<file path="src/rtl/ecc_pkg.sv">
package ecc_pkg;
  localparam int ADDR_W = 2;
  localparam int A_CTRL_I = 0;
  localparam int A_MODE_I = 1;
  localparam int A_PRE_I  = 2;
  localparam int MODE_W   = 5;

  typedef enum logic [1:0] {
    FILT_OFF  = 2'd0,
    FILT_FAST = 2'd1,
    FILT_MID  = 2'd2,
    FILT_SLOW = 2'd3
  } filt_sel_e;

  typedef struct packed {
    filt_sel_e filt;
    logic      out_en;
    logic      pin_sel;
    logic      edge_fall;
  } mode_t;
endpackage

</file>
<file path="src/rtl/ecc_in_cond.sv">
module ecc_in_cond
  import ecc_pkg::*;
#(
  parameter int SYNC_STAGES = 2,
  parameter int FILT_LEN    = 3,
  parameter int DIV_MID     = 8,
  parameter int DIV_SLOW    = 32
) (
  input  logic      clk,
  input  logic      rst,
  input  logic      pin_a,
  input  logic      pin_b,
  input  logic      pin_sel,
  input  logic      edge_fall,
  input  filt_sel_e filt,
  output logic      evt_o
);
  localparam int TW = $clog2(DIV_SLOW + 1);

  logic [SYNC_STAGES-1:0] sync_q;
  logic                   s_lvl;
  logic [TW-1:0]          div_q, div_lim;
  logic                   tick;
  logic [FILT_LEN-1:0]    samp_q, samp_nx;
  logic                   filt_q, prev_q;

  // source select ahead of one shared synchronizer
  always_ff @(posedge clk) begin
    if (rst) sync_q <= '0;
    else     sync_q <= {sync_q[SYNC_STAGES-2:0], (pin_sel ? pin_b : pin_a)};
  end
  assign s_lvl = sync_q[SYNC_STAGES-1];

  // sample strobe for the filter
  always_comb begin
    div_lim = (filt == FILT_MID) ? TW'(DIV_MID - 1) : TW'(DIV_SLOW - 1);
  end

  always_ff @(posedge clk) begin
    if (rst || filt == FILT_OFF || filt == FILT_FAST) div_q <= '0;
    else if (div_q >= div_lim)                        div_q <= '0;
    else                                              div_q <= div_q + TW'(1);
  end

  assign tick = (filt == FILT_FAST) ||
                ((filt == FILT_MID || filt == FILT_SLOW) && div_q == '0);

  assign samp_nx = {samp_q[FILT_LEN-2:0], s_lvl};

  always_ff @(posedge clk) begin
    if (rst) begin
      samp_q <= '0;
      filt_q <= 1'b0;
    end else if (filt == FILT_OFF) begin
      samp_q <= {FILT_LEN{s_lvl}};
      filt_q <= s_lvl;
    end else if (tick) begin
      samp_q <= samp_nx;
      if (&samp_nx)      filt_q <= 1'b1;
      else if (~|samp_nx) filt_q <= 1'b0;
    end
  end

  always_ff @(posedge clk) begin
    if (rst) begin
      prev_q <= 1'b0;
      evt_o  <= 1'b0;
    end else begin
      prev_q <= filt_q;
      evt_o  <= edge_fall ? (prev_q & ~filt_q) : (~prev_q & filt_q);
    end
  end

  // with filtering on, the accepted level moves only on a sample strobe
  a_r10_level_on_tick: assert property (@(posedge clk) disable iff (rst)
    ($past(filt) != FILT_OFF && filt_q != $past(filt_q)) |-> $past(tick));

  // a level change under filtering needs agreeing samples behind it
  a_r10_agree: assert property (@(posedge clk) disable iff (rst)
    ($past(filt) != FILT_OFF && $rose(filt_q)) |-> (&samp_q));
endmodule

</file>
<file path="src/rtl/ecc_stage.sv">
module ecc_stage #(
  parameter int            W       = 8,
  parameter logic [W-1:0]  RST_VAL = '1
) (
  input  logic         clk,
  input  logic         rst,
  input  logic         ld,
  input  logic [W-1:0] ld_val,
  input  logic         dec,
  output logic [W-1:0] cnt_o,
  output logic         uf_o
);
  logic [W-1:0] cnt_q, rld_q;

  always_ff @(posedge clk) begin
    if (rst) begin
      cnt_q <= RST_VAL;
      rld_q <= RST_VAL;
    end else if (ld) begin
      cnt_q <= ld_val;
      rld_q <= ld_val;
    end else if (dec) begin
      cnt_q <= (cnt_q == '0) ? rld_q : cnt_q - W'(1);
    end
  end

  assign cnt_o = cnt_q;
  assign uf_o  = dec && !ld && (cnt_q == '0);

  // a load lands in the live count on the next cycle
  a_r2_load_count: assert property (@(posedge clk) disable iff (rst)
    ld |=> cnt_q == $past(ld_val));

  // a decrement above zero steps down by one
  a_r7_step: assert property (@(posedge clk) disable iff (rst)
    (dec && !ld && cnt_q != '0) |=> cnt_q == $past(cnt_q) - W'(1));

  // an underflow restores the reload value
  a_r7_reload: assert property (@(posedge clk) disable iff (rst)
    uf_o |=> cnt_q == $past(rld_q));
endmodule

</file>
<file path="src/rtl/evt_cascade_counter.sv">
module evt_cascade_counter
  import ecc_pkg::*;
#(
  parameter int CW       = 8,
  parameter int DIV_MID  = 8,
  parameter int DIV_SLOW = 32
) (
  input  logic              clk,
  input  logic              rst,
  input  logic              pin_a,
  input  logic              pin_b,
  input  logic              wr_en,
  input  logic [ADDR_W-1:0] wr_addr,
  input  logic [CW-1:0]     wr_data,
  input  logic [ADDR_W-1:0] rd_addr,
  output logic [CW-1:0]     rd_data,
  output logic              irq_o,
  output logic              pulse_o
);
  localparam int NST = 2;

  logic          running;
  mode_t         mode_q;
  logic          evt;
  logic          ctrl_we, mode_we;
  logic [NST-1:0] ld_vec;
  logic [NST:0]   dec_chain;
  logic [CW-1:0]  cnt_a [NST];
  logic           main_uf;

  assign ctrl_we = wr_en && (int'(wr_addr) == A_CTRL_I);
  assign mode_we = wr_en && (int'(wr_addr) == A_MODE_I);

  always_comb begin
    for (int i = 0; i < NST; i++) ld_vec[i] = wr_en && (int'(wr_addr) == A_PRE_I + i);
  end

  always_ff @(posedge clk) begin
    if (rst) begin
      running <= 1'b0;
      mode_q  <= '0;
    end else begin
      if (ctrl_we) running <= wr_data[0] & ~wr_data[1];
      if (mode_we) mode_q  <= mode_t'(wr_data[MODE_W-1:0]);
    end
  end

  ecc_in_cond #(
    .SYNC_STAGES(2), .FILT_LEN(3), .DIV_MID(DIV_MID), .DIV_SLOW(DIV_SLOW)
  ) u_in (
    .clk(clk), .rst(rst), .pin_a(pin_a), .pin_b(pin_b),
    .pin_sel(mode_q.pin_sel), .edge_fall(mode_q.edge_fall),
    .filt(mode_q.filt), .evt_o(evt)
  );

  assign dec_chain[0] = evt & running;

  for (genvar i = 0; i < NST; i++) begin : g_stage
    ecc_stage #(.W(CW), .RST_VAL({CW{1'b1}})) u_stage (
      .clk(clk), .rst(rst), .ld(ld_vec[i]), .ld_val(wr_data),
      .dec(dec_chain[i]), .cnt_o(cnt_a[i]), .uf_o(dec_chain[i+1])
    );
  end

  assign main_uf = dec_chain[NST];

  always_ff @(posedge clk) begin
    if (rst) begin
      irq_o   <= 1'b0;
      pulse_o <= 1'b0;
    end else begin
      irq_o <= main_uf;
      if (mode_we)                    pulse_o <= 1'b0;
      else if (main_uf && mode_q.out_en) pulse_o <= ~pulse_o;
    end
  end

  always_ff @(posedge clk) begin
    if (rst) rd_data <= '0;
    else begin
      unique case (int'(rd_addr))
        A_CTRL_I: rd_data <= {{(CW-1){1'b0}}, running};
        A_MODE_I: rd_data <= {{(CW-MODE_W){1'b0}}, mode_q};
        A_PRE_I:  rd_data <= cnt_a[0];
        default:  rd_data <= cnt_a[NST-1];
      endcase
    end
  end

  // no prescaler movement while stopped except through a load
  a_r3_frozen: assert property (@(posedge clk) disable iff (rst)
    (!running && !ld_vec[0]) |=> $stable(cnt_a[0]));

  // a forced stop leaves the counter idle on the next cycle
  a_r4_force_stop: assert property (@(posedge clk) disable iff (rst)
    (ctrl_we && wr_data[1]) |=> !running);

  // every request traces back to a main underflow
  a_r8_irq_cause: assert property (@(posedge clk) disable iff (rst)
    irq_o |-> $past(main_uf));

  // the pulse output changes only on an enabled underflow or a mode write
  a_r9_pulse_cause: assert property (@(posedge clk) disable iff (rst)
    (pulse_o != $past(pulse_o)) |-> $past((main_uf && mode_q.out_en) || mode_we));

  // the main stage moves only on a prescaler underflow or a load
  a_r7_main_cause: assert property (@(posedge clk) disable iff (rst)
    (!dec_chain[1] && !ld_vec[NST-1]) |=> $stable(cnt_a[NST-1]));
endmodule

</file>
<file path="config.mk">
export PLATFORM = sky130hd
export DESIGN_NAME = evt_cascade_counter
export DESIGN_NICKNAME = d
export VERILOG_FILES = /design/src/rtl/ecc_pkg.sv /design/src/rtl/ecc_in_cond.sv /design/src/rtl/ecc_stage.sv /design/src/rtl/evt_cascade_counter.sv
export SDC_FILE = /design/constraint.sdc
export NUM_CORES = 1
export LEC_CHECK = 0
export BUFFER_PORTS_ARGS = -buffer_cell sky130_fd_sc_hd__clkbuf_2
export CORE_UTILIZATION = 35
export CTS_BUF_LIST = sky130_fd_sc_hd__clkbuf_8 sky130_fd_sc_hd__clkbuf_16
export CTS_CLUSTER_DIAMETER = 150
export DETAILED_ROUTE_END_ITERATION = 10
export HOLD_SLACK_MARGIN = 0.08
export SYNTH_ARGS = -nofsm -noshare
export SYNTH_HDL_FRONTEND = slang
export SYNTH_SLANG_ARGS = --single-unit
</file>
<file path="constraint.sdc">
create_clock -name clk -period 2.5 [get_ports clk]
set_input_delay 0.5 -clock clk [delete_from_list [all_inputs] [get_ports clk]]
set_output_delay 0.5 -clock clk [all_outputs]
set_load 0.01 [all_outputs]
</file>
==> results.md <==
- Max-cap viol count: 0
- Synth cell types: 51
- Total gr overflow: 0
- Tightest Pin Transition: between 0.5 and 0.6 ns
- CP startpoint: g_stage[0].u_stage.cnt_o[0]$_SDFFE_PP1P_
- Worst Setup Start Kind: flip-flop
- Area growth syn-to-layout: 15.4%
- Syn Area/Cell: between 8 and 9 um^2
- Final Worst Setup Slack: around 0.50 ns
- Final min period: 2.00 ns
- Die boundary height: between 90 and 100 um
- Max Root-Sink Buffers: 2
- Slowest cell on crit path: dfxtp_1
- Core area: slightly below 8000 um^2
- Largest net degree at the start of global routing: 15
- Setup slack after placement: ~0.53 ns
- Initial Utilization: between 30 and 40%
- Slew Limit Fails: 0
- Sequential area share after synthesis: 42.7%
- Post-route ant nets: 0
- Root Buffer: clkbuf_8
- Via-per-instance ratio: around 5.2
- Sink Count: between 60 and 70
- Die X: 92.4 um
- Total Routing Usage GR: approximately 18%
- Async set or reset register ratio after synthesis: 0%
- Max incr delay on CP: approximately 0.38 ns
- Worst EP arrival: between 2 and 2.5 ns
- #FFs+latches synth: 61
- Share of layout cells above drive strength 1: 18.7%
- EDFF count, synth: 0
- RSZ-0062 raised after global routing: no
- Fin Hold WS: between 0.3 and 0.4 ns
- CTS tree: done
- PD cells: roughly 640 nW/um^2
- Synthesized area: ~2900 um^2
- CP Capture Type: flip-flop
- Diodes inserted: 0
- Total Nets Final: approximately 380
- Pleak: around 1.4 nW
- Status: completed
- Peak supply drop: 0.292 mV
- First-pass GRT wire length: 11600 um
- Routability cong.: between 0.8 and 0.9
- IO Port Bufs: 26
- DP HPWL: ~4900 um
- Final setup skew: 0.00460 ns
- Most frequent cells in the layout: dfxtp_1, nand2_1, nor2_1, a21oi_1, clkbuf_2
- Worst skew pair latency: roughly 0.34 ns
- Commonest non-fill, non-tap cell in the layout: dfxtp_1
- Die ar.: between 8000 and 9000 um^2
- Final cell count without fillers: ~460
- Yosys Warn Count: 0
- Worst slew margin: 62.3%
- Vias: 2407
- Postcts setup bufs: 0
- Mapped Cells: ~320
- Top Ports: 27
- Fin crit share: 79.9%
- TritonCTS Buffers: 9
- Initial antenna violation count: 0
- Worst r2r src: g_stage[0].u_stage.cnt_o[0]$_SDFFE_PP1P_
- Fillers: ~800
- Drt pass-1 iters: 4
- 1st-iter DRT viols: approximately 180
- Setup TNS: 0 ns
- Max Freq: between 0.5 and 0.6 GHz
- Placed cell areas: slightly above 3000 um^2
- HP Class: in -> reg
- Cts repair resizes: 0
- Net count after synthesis: around 350
- H-tree depth: 3
- Rows: 32
- CP Max Fanout: 11
- Required time worst endpoint: about 2.8 ns
- Main synth FF type: dfxtp_1
- Sequence of cells on the critical path: inv_1 > ha_1 > nor3b_1 > buf_4 > nand4_2 > nor3_2 > mux2i_1
- DR WL/cell: between 10 and 15 um
- Final setup viols: 0
- CTS Hold Buffers Added: 0
- Vias in the first global route: around 2400
- Total wire length: 6860 um
- Cell Count Post-Placement: 445
- Crit Path Category: reg -> reg
- Post-route cell area: about 3300 um^2
- Residual DRC: 0
- Clk slew on worst S/H paths: ~0.070 ns
- Final Hold Vio Count: 0
- Hold path start: pin_a
-- worst paths after layout --
path | end | slack, ns | cells past startpoint
setup / recovery | pulse_o$_SDFFE_PP0P_ | 0.50 | 7
hold / removal | u_in.sync_q[0]$_SDFF_PP0_ | 0.40 | 3
setup reg to reg | pulse_o$_SDFFE_PP0P_ | 0.50 | 7
hold reg to reg | g_stage[0].u_stage.rld_q[6]$_SDFFE_PP1P_ | 0.44 | 2
-- area by class of cell --
type	instances	area, um^2	area share [%]
sequential	61	1220	37.0
clock inverter	6	62.6	1.90
inverter	11	41.3	1.25
tap	102	128	3.87
timing repair buffer	33	183	5.53
multi-input combinational	238	1530	46.3
clock buffer	10	138	4.17
-- power by group --
group | total (mW) | switching [mW] | internal, mW
sequential | 1.05 | 0.0397 | 1.01
clock | 0.893 | 0.410 | 0.483
combinational | 0.178 | 0.101 | 0.0776
total | 2.13 | 0.550 | 1.58
-- metrics by stage --
step | power (mW) | utilization (%)
4_1_cts | 2.15 | 42.3
3_3_place_gp | 1.25 | 39.7
6_report | 2.13 | 42.3
3_5_place_dp | 1.25 | 39.7
2_1_floorplan | 1.18 | -
5_1_grt | 2.22 | 42.3
-- flip-flops by register name (all words and copies together) (netlist names) --
| register | count |
|---|---|
| running | 1 |
| u_in.samp_q | 2 |
| g_stage.u_stage.cnt_o | 16 |
| mode_q | 5 |
| u_in.prev_q | 1 |
| rd_data | 8 |
| u_in.filt_q | 1 |
| irq_o | 1 |
| pulse_o | 1 |
| u_in.evt_o | 1 |
| u_in.div_q | 6 |
| g_stage.u_stage.rld_q | 16 |
| u_in.sync_q | 2 |
-- cells by family after synthesis --
kind of cell	Yosys count	synth area share [%]
fa+ha+maj	8	3.50
simple gates	136	24.0
xor+xnor	7	2.14
mux	21	8.05
compound gates	66	15.7
flops	61	42.7
buf+inv	25	3.85
-- cell usage after synthesis, types with 4 or more instances --
cell type	count	area [um^2]
a21oi_1	27	135
a22oi_1	4	30.0
and3_1	5	31.3
clkbuf_1	10	37.5
dfxtp_1	61	1220
ha_1	8	100
inv_1	11	41.3
mux2_2	6	67.6
mux2i_1	14	140
nand2_1	44	165
nand3_1	11	55.1
nand3b_1	6	45.0
nor2_1	32	120
nor2b_1	4	25.0
nor3_1	8	40.0
nor4_1	4	25.0
o21ai_0	5	25.0
o311ai_0	5	43.8
o31ai_1	5	37.5
xor2_1	4	35.0
-- worst max-delay path: cells and delay by family (launching register included) --
| kind | cells | cell delay [ns] |
|---|---|---|
| buffers and inverters | 2 | 0.34 |
| muxes | 1 | 0.19 |
| adders and majority gates | 1 | 0.22 |
| DFF | 1 | 0.38 |
| and+or+nand+nor | 3 | 0.80 |
-- routing by layer --
layer	part of all wire [%]	global-route usage (%)
met1	48	23.9
met2	44	26.7
met3	5.3	3.28
met5	0	0
met4	2.1	9.24
Note: power is estimated with default switching activity, not from simulation.
